$ cat config.mk
export PLATFORM = sky130hd
export DESIGN_NAME = ds_link_codec
export DESIGN_NICKNAME = d
export VERILOG_FILES = /design/src/rtl/ds_pkg.sv /design/src/rtl/ds_sync.sv /design/src/rtl/ds_tx.sv /design/src/rtl/ds_rx.sv /design/src/rtl/ds_link_codec.sv
export SDC_FILE = /design/constraint.sdc
export NUM_CORES = 1
export LEC_CHECK = 0
export BUFFER_PORTS_ARGS = -buffer_cell sky130_fd_sc_hd__buf_4
export CAP_MARGIN = 20
export CORE_AREA = 2 2 39 41
export DETAILED_ROUTE_END_ITERATION = 6
export DIE_AREA = 0 0 41 43
export PLACE_DENSITY = 0.54
export SLEW_MARGIN = 0
export SYNTH_ARGS = -nofsm -noshare
export SYNTH_HDL_FRONTEND = slang
export SYNTH_HIERARCHICAL = 1
export SYNTH_SLANG_ARGS = --single-unit
export TNS_END_PERCENT = 100
$ cat constraint.sdc
create_clock -name clk -period 1.3 [get_ports clk]
set_input_delay 0.26 -clock clk [delete_from_list [all_inputs] [get_ports clk]]
set_output_delay 0.26 -clock clk [all_outputs]
set_load 0.005 [all_outputs]
$ cat src/rtl/ds_pkg.sv
`timescale 1ns/1ps
package ds_pkg;
  typedef enum logic {
    MODE_RAW   = 1'b0,
    MODE_TRANS = 1'b1
  } ds_mode_e;
endpackage

$ cat src/rtl/ds_sync.sv
`timescale 1ns/1ps
module ds_sync #(
  parameter int W      = 2,
  parameter int STAGES = 2
) (
  input  logic         clk,
  input  logic         rst,
  input  logic [W-1:0] din,
  output logic [W-1:0] dout
);
  logic [W-1:0] chain [STAGES];

  always_ff @(posedge clk) begin
    if (rst) begin
      for (int i = 0; i < STAGES; i++) chain[i] <= '0;
    end else begin
      chain[0] <= din;
      for (int i = 1; i < STAGES; i++) chain[i] <= chain[i-1];
    end
  end

  assign dout = chain[STAGES-1];
endmodule

$ cat src/rtl/ds_tx.sv
`timescale 1ns/1ps
module ds_tx
  import ds_pkg::*;
(
  input  logic     clk,
  input  logic     rst,
  input  ds_mode_e mode,
  input  logic     tx_en,
  input  logic     tx_bit,
  input  logic     tx_pre,
  output logic     line_d,
  output logic     line_s
);
  logic d_q, s_q, pre_ph;
  logic b;

  // bit actually put on the wire
  assign b = tx_pre ? pre_ph : tx_bit;

  always_ff @(posedge clk) begin
    if (rst) begin
      d_q    <= 1'b0;
      s_q    <= 1'b0;
      pre_ph <= 1'b1;
    end else if (tx_en) begin
      pre_ph <= tx_pre ? ~pre_ph : 1'b1;
      if (mode == MODE_RAW) begin
        if (b != d_q) d_q <= b;
        else          s_q <= ~s_q;
      end else begin
        if (b) d_q <= ~d_q;
        else   s_q <= ~s_q;
      end
    end
  end

  assign line_d = d_q;
  assign line_s = s_q;

  // one and only one wire moves per enabled bit
  p_one_toggle_r2: assert property (@(posedge clk) disable iff (rst)
    (!$past(rst) && $past(tx_en)) |-> ((d_q != $past(d_q)) != (s_q != $past(s_q))));

  // idle cycles leave both wires alone
  p_idle_hold_r2: assert property (@(posedge clk) disable iff (rst)
    (!$past(rst) && !$past(tx_en)) |-> ($stable(d_q) && $stable(s_q)));

  // raw mode puts the level of the data bit on the data wire
  p_raw_level_r3: assert property (@(posedge clk) disable iff (rst)
    (!$past(rst) && $past(tx_en && !tx_pre && mode == MODE_RAW)) |-> (d_q == $past(tx_bit)));

  // transition mode flips the data wire exactly for ones
  p_trans_pick_r4: assert property (@(posedge clk) disable iff (rst)
    (!$past(rst) && $past(tx_en && !tx_pre && mode == MODE_TRANS)) |-> ((d_q != $past(d_q)) == $past(tx_bit)));
endmodule

$ cat src/rtl/ds_rx.sv
`timescale 1ns/1ps
module ds_rx
  import ds_pkg::*;
(
  input  logic     clk,
  input  logic     rst,
  input  ds_mode_e mode,
  input  logic     sd,
  input  logic     ss,
  output logic     rx_bit,
  output logic     rx_valid
);
  logic d_q, s_q, bit_q, val_q;
  logic edge_seen;

  assign edge_seen = (sd ^ ss) != (d_q ^ s_q);

  always_ff @(posedge clk) begin
    if (rst) begin
      d_q   <= 1'b0;
      s_q   <= 1'b0;
      bit_q <= 1'b0;
      val_q <= 1'b0;
    end else begin
      d_q   <= sd;
      s_q   <= ss;
      val_q <= edge_seen;
      if (mode == MODE_RAW) bit_q <= sd;
      else                  bit_q <= (sd != d_q);
    end
  end

  assign rx_bit   = bit_q;
  assign rx_valid = val_q;

  // a strobe is never held across two cycles unless a second change arrived
  p_valid_from_edge_r7: assert property (@(posedge clk) disable iff (rst)
    (!$past(rst) && val_q) |-> $past(edge_seen));
endmodule

$ cat src/rtl/ds_link_codec.sv
`timescale 1ns/1ps
module ds_link_codec
  import ds_pkg::*;
#(
  parameter int SYNC_STAGES = 2
) (
  input  logic clk,
  input  logic rst,
  input  logic mode,
  input  logic tx_en,
  input  logic tx_bit,
  input  logic tx_pre,
  output logic tx_d,
  output logic tx_s,
  input  logic rx_d,
  input  logic rx_s,
  output logic rx_bit,
  output logic rx_valid
);
  localparam int LINES = 2;

  ds_mode_e   m;
  logic [LINES-1:0] raw_in, synced;

  assign m      = ds_mode_e'(mode);
  assign raw_in = {rx_d, rx_s};

  ds_tx u_tx (
    .clk(clk), .rst(rst), .mode(m), .tx_en(tx_en), .tx_bit(tx_bit),
    .tx_pre(tx_pre), .line_d(tx_d), .line_s(tx_s)
  );

  ds_sync #(.W(LINES), .STAGES(SYNC_STAGES)) u_sync (
    .clk(clk), .rst(rst), .din(raw_in), .dout(synced)
  );

  ds_rx u_rx (
    .clk(clk), .rst(rst), .mode(m), .sd(synced[1]), .ss(synced[0]),
    .rx_bit(rx_bit), .rx_valid(rx_valid)
  );

  // nothing is reported in the first cycle out of reset
  p_reset_quiet_r1: assert property (@(posedge clk)
    $past(rst) |-> (!tx_d && !tx_s && !rx_valid));
endmodule

==> flow_metrics.tcl <==
set metrics [dict create \
    first_global_vias 231 \
    critical_path_arrival_ns 1.29 \
    synth_cell_type_count 16 \
    nNetsFinal 63 \
    drt_drc_violations_left 0 \
    grt-ovfl-total 0 \
    synthCells 41 \
    fmax_mhz 886 \
    cp_top_family "flip-flops" \
    cts_resized 0 \
    grt_pass1_wl_um 903 \
    peakVddDrop_v 0.000717 \
    dpl_cell_area_um2 509 \
    drtPass1Iterations 4 \
    relSlewSlack_pct 87.6 \
    cp-end-kind "register" \
    syn_area_um2 422 \
    maxCapViolations 0 \
    die-area_mm2 0.00176 \
    post-cts-setup-buffers 0 \
    die_y_um 43 \
    status "finished, final reports clean" \
    clkSinkCount 11 \
    tns_ns 0 \
    fin_hold_ws_ns 0.205 \
    leakage_nw 0.228 \
    root_buffer "clkbuf_4" \
    drive_above_1_share_pct 29.6 \
    worst-path-max-fanout 3 \
    ys_seq_area_share_pct 52.2 \
    final_max_slew_viol_count 0 \
    globalRouteMet2Util_pct 10.9 \
    drt_iter0_markers 2 \
    vias 299 \
    yosys_warnings 6 \
    crit_path_start_kind "register" \
    ys_ff_latch 11 \
    synth_top_area_cell "dfxtp_1" \
    worstSkewPairLatency_ns 0.27 \
    clk_pin_slew_worst_paths_ns 0.07 \
    h-tree-depth 1 \
    fin_util_pct 38.7 \
    clockBufferDepth 2 \
    p_per_area_mw_per_mm2 1260 \
    worst_clock_skew_ns 0.00398 \
    fin_area_um2 536 \
    post-route-min-period_ns 1.13 \
    hold_viol 0 \
    io_pins 12 \
    synthToLayoutAreaGrowth_pct 27.0 \
    slowest_delay_ns 0.32 \
    syn-num-nets 49 \
    grt_busiest_layer "met2" \
    place_congestion 0.689 \
    synth_top_area_share_pct 52.2 \
    initial_core_util_pct 30.5 \
    core-area_mm2 0.00138 \
    grt_use_met3_pct 9.42 \
    slowest_stage "dfxtp_1" \
    path_class "reg2reg" \
    io_buffers 11 \
    tightest_slew_ns 0.186 \
    die_w_um 41 \
    grt_max_degree 13 \
    ant_nets 0 \
    track_usage_pct 8.37 \
    min_path_type "in2reg" \
    path_cells "mux2_4 > xnor2_2 > a21oi_1 > a31o_1" \
    grtUsageMet1_pct 8.79 \
    min_period_over_period_pct 86.8 \
    drt_wl_total_um 580 \
    setup_viol 0 \
    wl_per_cell_um 8.29 \
    crit_required_ns 1.46 \
    n_antenna_cell 0 \
    critPathBufInv 0 \
    synthTopCellsByArea "dfxtp_1 (52%), nor2b_1 (10%), xnor2_1 (6.2%)" \
    layout_common_cells "buf_4 (11), dfxtp_1 (11), nor2b_1 (7)" \
    antenna_found_initial 0 \
    rsz0062_at_grt "no" \
    postCtsHoldBufs 0 \
    drt-vias-per-instance 4.27 \
    avgSynthCellArea_um2 10.3 \
    numCtsBuffers 3 \
    row_count 14 \
    cts_tree "yes" \
]
worst reg2reg max path: cells and delay by family, from the launching register on:
family	cells	cell delay, ns
flops	1	0.32
mux	1	0.28
xor+xnor	1	0.17
compound gates	2	0.26
synthesized netlist by cell type:
cell type  number
dfxtp_1        11
inv_1           1
a21oi_1         1
a31o_1          1
nand2_1         2
nand2b_1        2
nand3_1         1
a32oi_1         1
buf_4           2
nor2_1          4
xnor2_1         3
mux2_4          1
xor2_1          1
nor2b_1         7
o21ai_0         2
xnor2_2         1
cell type report:
| type | count | area [µm²] |
|---|---|---|
| multi-input cells | 27 | 183 |
| flip-flops and latches | 11 | 220 |
| repair buffers | 11 | 82.6 |
| fillers | 137 | 848 |
| clock buffers | 4 | 26.3 |
| inverters | 1 | 3.75 |
| well taps | 16 | 20.0 |
final timing paths:
kind | from | endpoint | slack (ns) | depth (start not counted)
setup / recovery | u_tx/pre_ph | u_tx/line_s | 0.17 | 4
hold / removal | rx_d | u_sync/chain[0][1] | 0.20 | 2
setup reg to reg | u_tx/pre_ph | u_tx/line_s | 0.17 | 4
hold reg to reg | u_sync/chain[0][0] | u_sync/chain[0][2] | 0.43 | 1
sequential cells by signal (all words and copies together), names as in the netlist:
name,cells
u_sync/chain,4
u_rx/d_q,1
u_rx/rx_bit,1
u_rx/rx_valid,1
u_rx/s_q,1
u_tx/line_d,1
u_tx/line_s,1
u_tx/pre_ph,1
metal layers:
| layer | share of wire (%) | routed length [µm] |
|---|---|---|
| met5 | 0 | 0 |
| met4 | 0 | 0 |
| met3 | 11 | 63 |
| met2 | 42 | 245 |
| met1 | 47 | 271 |
cell families (layout without fill, tap and decap cells):
kind of cell / Yosys count / after routing / synth area share [%]
flops: 11 / 11 / 52.2
mux: 1 / 1 / 3.56
compound gates: 5 / 5 / 7.71
buf+inv: 3 / 16 / 4.45
simple gates: 16 / 16 / 19.9
xor+xnor: 5 / 5 / 12.2
power breakdown:
part / switching [mW] / total (mW) / internal [mW]
Sequential: 0.00927 / 0.365 / 0.355
Clock: 0.108 / 0.227 / 0.119
Combinational: 0.0310 / 0.0829 / 0.0518
Total: 0.149 / 0.674 / 0.526
per-stage QoR:
| step | setup WS [ns] | total power, mW | cells |
|---|---|---|---|
| floorplan | 0.214 | 0.418 | 41 |
| global placement | 0.0773 | 0.455 | 66 |
| detailed placement | 0.0649 | 0.457 | 66 |
| CTS | 0.166 | 0.690 | 70 |
| global route | 0.111 | 0.717 | 70 |
| finish | 0.171 | 0.674 | 70 |
(Power assumes the default switching activity.)
